**config.mk**
```make
export PLATFORM = sky130hd
export DESIGN_NAME = otp_prot_ctrl
export DESIGN_NICKNAME = d
export VERILOG_FILES = /design/src/rtl/otp_pkg.sv /design/src/rtl/otp_addr_decode.sv /design/src/rtl/otp_store.sv /design/src/rtl/otp_status.sv /design/src/rtl/otp_prot_ctrl.sv
export SDC_FILE = /design/constraint.sdc
export NUM_CORES = 1
export LEC_CHECK = 0
export ABC_AREA = 1
export ABC_CLOCK_PERIOD_IN_PS = 2100
export BUFFER_PORTS_ARGS = -buffer_cell sky130_fd_sc_hd__buf_4
export CAP_MARGIN = 15
export CORE_ASPECT_RATIO = 0.5
export CORE_MARGIN = 4
export CORE_UTILIZATION = 25
export CTS_BUF_LIST = sky130_fd_sc_hd__clkbuf_8 sky130_fd_sc_hd__clkbuf_16
export CTS_CLUSTER_DIAMETER = 50
export DETAILED_ROUTE_END_ITERATION = 10
export PLACE_DENSITY_LB_ADDON = 0.2
export SLEW_MARGIN = 30
export SYNTH_ARGS = -nofsm -noshare
export SYNTH_HDL_FRONTEND = slang
export SYNTH_SLANG_ARGS = --single-unit
```
**constraint.sdc**
```tcl
create_clock -name clk_i -period 2.1 [get_ports clk_i]
set_input_delay 0.42 -clock clk_i [delete_from_list [all_inputs] [get_ports clk_i]]
set_output_delay 0.42 -clock clk_i [all_outputs]
set_load 0.005 [all_outputs]
```
**src/rtl/otp_pkg.sv**
```systemverilog
package otp_pkg;
  localparam int DATA_W    = 16;
  localparam int WIDX_W    = 8;
  localparam int SEG_WORDS = 4;
  localparam int PR_WORDS  = 1 + 2 * SEG_WORDS;
  localparam int SLOT_W    = $clog2(PR_WORDS);
  localparam logic [WIDX_W-1:0] PR_BASE = 8'h80;
  localparam logic [WIDX_W-1:0] PR_LAST = WIDX_W'(PR_BASE + PR_WORDS - 1);
  localparam logic [DATA_W-1:0] LOCK_RST = 16'hFFFE;

  localparam int SR_READY    = 7;
  localparam int SR_PGM_ERR  = 4;
  localparam int SR_LOCK_ERR = 1;

  typedef enum logic [1:0] {SEG_LOCK, SEG_FACT, SEG_USER, SEG_NONE} seg_e;

  typedef struct packed {
    logic              hit;
    seg_e              seg;
    logic [SLOT_W-1:0] slot;
  } dec_t;
endpackage

```
**src/rtl/otp_addr_decode.sv**
```systemverilog
module otp_addr_decode
  import otp_pkg::*;
#(
  parameter int ADDR_W = 25
) (
  input  logic [ADDR_W-1:0] addr_i,
  output dec_t              dec_o
);
  localparam int HI_W = ADDR_W - WIDX_W - 1;

  logic [WIDX_W-1:0] widx;
  logic [WIDX_W-1:0] off;
  logic              hi_zero;
  logic              in_win;

  always_comb begin
    widx    = addr_i[WIDX_W:1];
    off     = widx - PR_BASE;
    hi_zero = (addr_i[ADDR_W-1:WIDX_W+1] == '0);
    in_win  = (widx >= PR_BASE) && (widx <= PR_LAST);
    dec_o.hit  = hi_zero && in_win;
    dec_o.slot = off[SLOT_W-1:0];
    if (!dec_o.hit)                             dec_o.seg = SEG_NONE;
    else if (dec_o.slot == '0)                  dec_o.seg = SEG_LOCK;
    else if (dec_o.slot <= SLOT_W'(SEG_WORDS))  dec_o.seg = SEG_FACT;
    else                                        dec_o.seg = SEG_USER;
  end

  logic unused_hi;
  assign unused_hi = ^{HI_W{1'b0}} | addr_i[0];
endmodule

```
**src/rtl/otp_store.sv**
```systemverilog
module otp_store
  import otp_pkg::*;
#(
  parameter logic [SEG_WORDS*DATA_W-1:0] FACTORY_ID = 64'h0123_4567_89AB_CDEF
) (
  input  logic              clk_i,
  input  logic              rst_ni,
  input  logic              pgm_i,
  input  logic [SLOT_W-1:0] slot_i,
  input  logic [DATA_W-1:0] wdata_i,
  output logic [DATA_W-1:0] rdata_o,
  output logic [1:0]        lock_o
);
  logic [DATA_W-1:0] mem_q [PR_WORDS];

  function automatic logic [DATA_W-1:0] rst_word(input int i);
    if (i == 0)              return LOCK_RST;
    else if (i <= SEG_WORDS) return DATA_W'(FACTORY_ID >> ((i - 1) * DATA_W));
    else                     return '1;
  endfunction

  always_ff @(posedge clk_i or negedge rst_ni) begin
    if (!rst_ni) begin
      for (int i = 0; i < PR_WORDS; i++) mem_q[i] <= rst_word(i);
    end else if (pgm_i) begin
      mem_q[slot_i] <= mem_q[slot_i] & wdata_i;
    end
  end

  assign rdata_o = mem_q[slot_i];
  assign lock_o  = mem_q[0][1:0];

  // lock bits are one-way
  a_r8_lock_one_way: assert property (@(posedge clk_i) disable iff (!rst_ni)
    (mem_q[0] & ~$past(mem_q[0])) == '0);

  for (genvar gi = 1; gi <= SEG_WORDS; gi++) begin : g_fact_chk
    a_r6_factory_frozen: assert property (@(posedge clk_i) disable iff (!rst_ni)
      $stable(mem_q[gi]));
  end
endmodule

```
**src/rtl/otp_status.sv**
```systemverilog
module otp_status
  import otp_pkg::*;
(
  input  logic       clk_i,
  input  logic       rst_ni,
  input  logic       clr_i,
  input  logic       set_pgm_i,
  input  logic       set_lock_i,
  input  logic       busy_i,
  output logic [7:0] status_o
);
  logic err_pgm_q, err_lock_q, busy_q;

  always_ff @(posedge clk_i or negedge rst_ni) begin
    if (!rst_ni) begin
      err_pgm_q  <= 1'b0;
      err_lock_q <= 1'b0;
      busy_q     <= 1'b0;
    end else begin
      // new errors win over a clear in the same cycle
      err_pgm_q  <= (err_pgm_q  & ~clr_i) | set_pgm_i;
      err_lock_q <= (err_lock_q & ~clr_i) | set_lock_i;
      busy_q     <= busy_i;
    end
  end

  always_comb begin
    status_o              = '0;
    status_o[SR_READY]    = ~busy_q;
    status_o[SR_PGM_ERR]  = err_pgm_q;
    status_o[SR_LOCK_ERR] = err_lock_q;
  end

  a_r9_sticky_pgm: assert property (@(posedge clk_i) disable iff (!rst_ni)
    (status_o[SR_PGM_ERR] && !clr_i) |=> status_o[SR_PGM_ERR]);
  a_r10_ready_drop: assert property (@(posedge clk_i) disable iff (!rst_ni)
    busy_i |=> !status_o[SR_READY]);
  a_r10_ready_back: assert property (@(posedge clk_i) disable iff (!rst_ni)
    !busy_i |=> status_o[SR_READY]);
endmodule

```
**src/rtl/otp_prot_ctrl.sv**
```systemverilog
module otp_prot_ctrl
  import otp_pkg::*;
#(
  parameter int ADDR_W = 25,
  parameter logic [SEG_WORDS*DATA_W-1:0] FACTORY_ID = 64'h0123_4567_89AB_CDEF
) (
  input  logic              clk_i,
  input  logic              rst_ni,
  input  logic              req_valid_i,
  input  logic              req_write_i,
  input  logic [ADDR_W-1:0] addr_i,
  input  logic [15:0]       wdata_i,
  input  logic              clr_status_i,
  output logic [15:0]       rdata_o,
  output logic              rvalid_o,
  output logic [7:0]        status_o
);
  dec_t              dec;
  logic [1:0]        lock;
  logic [DATA_W-1:0] word;
  logic              is_pgm, is_rd, seg_locked, accept, err_pgm, err_lock;
  logic [DATA_W-1:0] rdata_q;
  logic              rvalid_q;

  otp_addr_decode #(.ADDR_W(ADDR_W)) u_dec (
    .addr_i (addr_i),
    .dec_o  (dec)
  );

  always_comb begin
    is_pgm = req_valid_i && req_write_i;
    is_rd  = req_valid_i && !req_write_i;
    unique case (dec.seg)
      SEG_FACT: seg_locked = !lock[0];
      SEG_USER: seg_locked = !lock[1];
      SEG_LOCK: seg_locked = !lock[1];   // lock word frozen once user lock set
      default:  seg_locked = 1'b0;
    endcase
    accept   = is_pgm && dec.hit && !seg_locked;
    err_pgm  = is_pgm && (!dec.hit || seg_locked);
    err_lock = is_pgm && dec.hit && seg_locked;
  end

  otp_store #(.FACTORY_ID(FACTORY_ID)) u_store (
    .clk_i   (clk_i),
    .rst_ni  (rst_ni),
    .pgm_i   (accept),
    .slot_i  (dec.slot),
    .wdata_i (wdata_i),
    .rdata_o (word),
    .lock_o  (lock)
  );

  otp_status u_status (
    .clk_i      (clk_i),
    .rst_ni     (rst_ni),
    .clr_i      (clr_status_i),
    .set_pgm_i  (err_pgm),
    .set_lock_i (err_lock),
    .busy_i     (accept),
    .status_o   (status_o)
  );

  always_ff @(posedge clk_i or negedge rst_ni) begin
    if (!rst_ni) begin
      rdata_q  <= '1;
      rvalid_q <= 1'b0;
    end else begin
      rvalid_q <= is_rd;
      if (is_rd) rdata_q <= dec.hit ? word : '1;
    end
  end

  assign rdata_o  = rdata_q;
  assign rvalid_o = rvalid_q;

  a_r5_out_of_range_flag: assert property (@(posedge clk_i) disable iff (!rst_ni)
    (is_pgm && !dec.hit) |=> status_o[SR_PGM_ERR]);
  a_r6_locked_flags: assert property (@(posedge clk_i) disable iff (!rst_ni)
    (is_pgm && dec.seg == SEG_FACT) |=> (status_o[SR_PGM_ERR] && status_o[SR_LOCK_ERR]));
  a_r3_outside_read: assert property (@(posedge clk_i) disable iff (!rst_ni)
    (is_rd && !dec.hit) |=> (rvalid_o && rdata_o == 16'hFFFF));
  a_r3_read_keeps_status: assert property (@(posedge clk_i) disable iff (!rst_ni)
    (is_rd && !clr_status_i) |=> $stable(status_o[SR_PGM_ERR]));
endmodule

```
Word-level counts from Yosys, hierarchy flattened
Index checks and enable logic that the tools add are counted.
{ "word_totals": {"output_inout_bits": 25, "inputBits": 46, "ff_bits": 164} }
{ "op_classes": {"n_reduce_logical": 19, "n_addsub": 1, "mux": 11, "n_lt_le_gt_ge": 5, "bitwise": 8, "eq_ne": 2} }
{ "op_table": {"columns": ["op", "n"], "rows": [
  ["$bwmux 144", 1],
  ["$bmux 16 s4", 1],
  ["$demux 16 s4", 1],
  ["$mux 16", 4],
  ["$and 16x16->16", 1],
  ["$logic_not 16->1", 1],
  ["$logic_and 1x1->1", 9],
  ["$ge 8x8->1 const B", 1],
  ["$le 8x8->1 const B", 1],
  ["$mux 2", 3],
  ["$ge 5x5->1 const B", 1],
  ["$logic_not 1->1", 5],
  ["$lt 5x1->1 const B", 1],
  ["$not 4->5", 1],
  ["$le 4x3->1 const B", 1],
  ["$logic_not 4->1", 1],
  ["$sub 4x1->4 const B", 1],
  ["$and 1x1->1", 2],
  ["$eq 2x1->1 const B", 1],
  ["$eq 2x2->1 const B", 1],
  ["$logic_not 2->1", 1],
  ["$not 1->1", 2],
  ["$or 1x1->1", 2],
  ["$pmux 1 s2", 1],
  ["other kinds (2)", 2]
]} }

Logic depth before layout (Yosys ltp)
{ "depth": {"depth_word": 11, "mapped_depth": 14, "depth_no_buf": 11} }

Hierarchy
A second synthesis with hierarchy kept.
{ "unflattened": {"cells_unflattened": 1171, "area_unflattened_um2": 8868.5} }
{ "by_module_without_submodules": {"columns": ["mod", "instances", "area_per_inst_um2", "cells_each"], "rows": [
  ["otp_store", 1, 7644.8, 1020],
  ["otp_prot_ctrl", 1, 853.3, 86],
  ["otp_addr_decode", 1, 209.0, 46],
  ["otp_status", 1, 161.4, 19]
]} }

Least setup slack after synthesis
No wires, ideal clock.
{ "synth_path": {"path_kind": "input port to flip-flop", "startpoint": "in addr_i[1]", "endpoint": "reg u_store.mem_q[102] in the netlist's numbering", "slack_ns": 0.285, "stages": 10, "n_path_buf": 2, "arrival_time_ns": 1.697, "t_required_ns": 1.982, "path_cell_list": "buf_6 nor2_4 a21oi_1 nor2_1 nand3_2 nor2_8 nand2_4 buf_2 nand2_1 nand2_1"} }
{ "synth_between": {"elab_chain_len": 10} }
{ "synth_rtl": {"columns": ["element", "line", "rtl"], "rows": [
  ["start: declaration", "otp_prot_ctrl.sv:11", "input logic [ADDR_W-1:0] addr_i,"],
  ["$sub 4x1->4", "otp_addr_decode.sv:18", "off = widx - PR_BASE;"],
  ["$le 4x3->1", "otp_addr_decode.sv:25", "else if (dec_o.slot <= SLOT_W'(SEG_WORDS)) dec_o.seg = SEG_FACT;"],
  ["$mux 2", "otp_addr_decode.sv:25", null],
  ["$mux 2", "otp_addr_decode.sv:24", "else if (dec_o.slot == '0) dec_o.seg = SEG_LOCK;"],
  ["$mux 2", "otp_addr_decode.sv:23", "if (!dec_o.hit) dec_o.seg = SEG_NONE;"],
  ["$eq 2x2->1 or $logic_not 2->1 (tied branches)", "otp_prot_ctrl.sv:33", "unique case (dec.seg)"],
  ["$reduce_or 2->1 (no line)", null, null],
  ["$pmux 1 s2", "otp_prot_ctrl.sv:33", null],
  ["$logic_not 1->1", "otp_prot_ctrl.sv:39", "accept = is_pgm && dec.hit && !seg_locked;"],
  ["$logic_and 1x1->1 *", "otp_prot_ctrl.sv:39", null],
  ["net accept", "otp_prot_ctrl.sv:21", "logic is_pgm, is_rd, seg_locked, accept, err_pgm, err_lock;"],
  ["end signal: indexed assignment", "otp_store.sv:26", "mem_q[slot_i] <= mem_q[slot_i] & wdata_i;"],
  ["end: declaration", "otp_store.sv:14", "logic [DATA_W-1:0] mem_q [PR_WORDS];"]
]} }
The timed path passes the listed nets; every way through them passes the cells marked *. The select of a mux whose other input is x is not followed.
A chain may end at the register's enable or synchronous reset.

Worst setup path in the final report
{ "layout_path": {"startpoint": "in addr_i[1]", "endpoint": "reg u_store.mem_q[75] in the netlist's numbering"} }
{ "layout_between": {"elab_chain_len": 10} }
{ "layout_rtl": {"columns": ["element", "line"], "rows": [
  ["$sub 4x1->4", "otp_addr_decode.sv:18"],
  ["$le 4x3->1", "otp_addr_decode.sv:25"],
  ["$mux 2", "otp_addr_decode.sv:25"],
  ["$mux 2", "otp_addr_decode.sv:24"],
  ["$mux 2", "otp_addr_decode.sv:23"],
  ["$eq 2x2->1 or $logic_not 2->1 (tied branches)", "otp_prot_ctrl.sv:33"],
  ["$reduce_or 2->1 (no line)", null],
  ["$pmux 1 s2", "otp_prot_ctrl.sv:33"],
  ["$logic_not 1->1", "otp_prot_ctrl.sv:39"],
  ["$logic_and 1x1->1", "otp_prot_ctrl.sv:39"]
]} }
Several ways; a longest one is shown, not always the timed one. The select of a mux whose other input is x is not followed.

==> run summary <==
Once the floorplan was initialized, standard cells occupied 25.4% of the core. The run gives 0.00841 sq mm as the area of the mapped netlist. For the critical path arrival, the log shows 1970 ps. The mean instance size in the synthesized netlist is 7.29 sq um. Initial antenna violation count: 0. Of the total synthesized cell area, the portion taken by AND, OR, NAND and NOR gates is 42.7%. Clock skew on the completed layout was measured at 13.5 ps.

Setup violations remaining at the end of the flow were counted as 0. For the final routed database, the setup TNS stands at 0 ps. The H-tree was split into 4 levels. In the routed design, unresolved DRC markers number 0.

In this run the tightest slew margin relative to its limit is 60.3%. Of all nets on the critical path, the largest fanout is 16. In the layout the commonest cells are nand2_1, dfstp_2, buf_4. The share of the Yosys chip area taken by registers is 50.7%. The count of TritonRoute iterations in the first routing pass is 7, and the area of the multi-input gates is 0.00363 sq mm. The CTS buffer count is 17, and the mux share of post-synthesis cell area is 0%. STA classifies the critical path endpoint as a register. The slew at the pin with the worst max-slew slack was 594 ps.

Dividing the detail-routed wire length by the instance count gives 14.0 microns. In this run, synthesis produced a sequential element count of 164. Setup repair after global routing left no endpoint under its margin. The sequential cells in the finished layout cover a total of 0.00426 sq mm. Compared with the post-synthesis result, the final layout area differs by 25.3%.

After Yosys synthesis, XOR and XNOR cells account for 0% of the synthesized area. Most frequent standard cell in the layout excluding fill and tap cells: nand2_1. The cell leakage power is 5.52 nW. STA classifies the critical path startpoint as an input port.

The final critical delay including setup and external delays was 1600 ps; the mean number of vias per cell was 4.23. The congestion estimate from routability-driven global placement came to 0.777. Dividing total power by cell area gives a power density of 656 mW/mm^2. The worst path uses 76.2% of the clock period. In this run the remaining antenna-violating nets after routing total 0. Synthesis handed over a netlist of 1154 instances. In the global route stage, overall resource usage came out at 13.3%.

The number of hold-slack violations in the final timing report is 0, and the number of diodes added for antenna fixing is 0. The initialized floorplan defines 47 standard-cell rows. The first global-routing pass estimated 38100 microns of wire.

The later pin in the worst-skew pair is clocked with a latency of 440 ps. The top achievable clock speed came out at 625 MHz. Final hold analysis gives a worst-case slack of 188 ps. The number of fill cells in the layout was 3524; the clock transition at the register clock pins on the worst setup and hold paths after CTS was 70 ps. The maximum root-to-sink buffer count is 2.

The logs give 2470 ps for the data required time of the worst path and 0.0368 sq mm for the die area. Dominant combinational cell family by area after synthesis: simple AND/OR/NAND/NOR gates. The run gives 7260 as the total vias in the final route. The area of the placeable core was 0.0331 sq mm. The worst-case IR drop observed on VDD is 0.000404 V. Once detailed placement completed, the half-perimeter wirelength came to 16600 microns. The die span in y came out at 138 microns. The net count of the finished layout is 1308.

The Yosys warning count came out at 0. In this run the worst hold path is classified as input port to register. The critical path class is input port to register. The netlist uses 28 different library cells.

Clock tree synthesis selected as its root buffer the cell clkbuf_16. Count of port buffers added during placement: 64. Wires add up to 24100 microns. The max-slew violation count was 0.

The run gives 0 as the number of maximum-capacitance violations. The synthesized netlist devotes 0.193% of its cell area to compound gates. The buffer count from post-CTS setup fixing is 0, and the number of DRC markers in iteration 0 is 448. TritonCTS built the clock tree.

The top-level I/O count is 71. Entering global routing, the biggest net connects 51 pins. The total overflow left after global routing is 0. The synthesized netlist devotes 0% of its cell area to adder and majority cells.

The post-route netlist has 25.5% of its cells at a drive strength greater than 1. Clock sink count: 164. The run finished with clean final reports. Horizontal extent of the die: 267 microns. For the number of global-route vias before repair, the log shows 6985.
## power by group
part | internal [mW] | switching, mW | total, mW
sequential | 3.17 | 0.00132 | 3.18
combinational | 0.129 | 0.231 | 0.360
clock | 1.95 | 1.43 | 3.38
## through the flow
stage          std cells  power (mW)  setup slack, ps  cell area [sq um]  util [%]
2_1_floorplan       1158        3.36              285               8420         -
3_3_place_gp        1683        3.59             67.9               9900      29.9
3_5_place_dp        1683        3.59             44.0               9900      29.9
4_1_cts             1716        7.01              497              10500      31.8
5_1_grt             1716        7.17              388              10500      31.8
6_report            1716        6.91              500              10500      31.8
## cell type report
cell class              count  share of cell area, %
multi-input cells         889                   34.4
inverters                  55                   1.96
repair buffers            135                   11.9
well taps                 441                   5.24
clock buffers              18                   4.17
clock inverters            14                   1.79
flip-flops and latches    164                   40.5
## logic make-up (layout without fill, tap and decap cells)
group           after synthesis  in the layout
flops                       164            164
other cells                   1              5
compound gates                3              3
simple gates                881            881
buf+inv                     105            222
## sequential cells by signal, indices dropped and copies added, names as in the netlist
register,cells
u_store.mem_q,142
rdata_o,16
u_store.lock_o,2
rvalid_o,1
u_status.busy_q,1
u_status.err_lock_q,1
u_status.err_pgm_q,1
## routing by layer
metal | up-vias | GRT usage (%) | wire length, microns | part of all wire, %
met1 | 3500 | 17.4 | 11200 | 47
met5 | - | 0 | 0 | 0
li1 | 3646 | - | - | -
met2 | 104 | 23.2 | 11900 | 49
met3 | 10 | 2.36 | 746 | 3.1
met4 | 0 | 2.96 | 221 | 0.92
## synthesized netlist by cell type
master | number | area share (%)
nand3b_1 | 1 | 0.089
buf_4 | 7 | 0.62
and2_1 | 1 | 0.074
nand2_2 | 2 | 0.15
nor2_8 | 1 | 0.24
o21ai_0 | 1 | 0.059
nand2_1 | 752 | 34
nor3_4 | 9 | 1.7
and2_0 | 1 | 0.074
conb_1 | 1 | 0.045
nand2_4 | 10 | 1.3
nor2_2 | 2 | 0.15
buf_8 | 1 | 0.18
buf_6 | 11 | 1.5
clkbuf_1 | 12 | 0.54
o22ai_1 | 1 | 0.074
a21oi_1 | 1 | 0.059
clkinv_1 | 17 | 0.76
nand3_1 | 34 | 2.0
buf_1 | 4 | 0.18
nor2_1 | 65 | 2.9
nor2_4 | 2 | 0.27
dfrtp_1 | 37 | 11
inv_2 | 5 | 0.22
nand3_2 | 1 | 0.12
buf_2 | 15 | 0.89
inv_1 | 33 | 1.5
dfstp_2 | 127 | 40
## repair_timing
item                                   CTS  global route
endpoints found under the hold margin   12             0
hold buffers                             1             0
gates resized for setup                  0             0
## worst max-delay path, cell delays in order
cell and delay [ps]:
buf_4 160, nor2_4 180, a21oi_1 110, nor2_1 160
nand3_2 160, buf_4 260, nor3_4 180, buf_12 190
nand2_1 70, nand2_1 50
## path summary, 6_finish.rpt
check                                       start                 end  slack (ps)  depth (start not counted)
min in group asynchronous                  rst_ni  u_status.err_pgm_q         500                          2
worst max-delay path                    addr_i[1]   u_store.mem_q[75]         500                         10
worst max register to register  u_store.mem_q[26]  u_store.mem_q[122]         570                         11
worst min-delay path                 clr_status_i  u_status.err_pgm_q         190                          2
max in group asynchronous                  rst_ni  u_store.mem_q[127]         900                          3
worst min register to register  u_store.mem_q[34]   u_store.mem_q[34]         470                          2
Power figures use the tool's default switching activity.
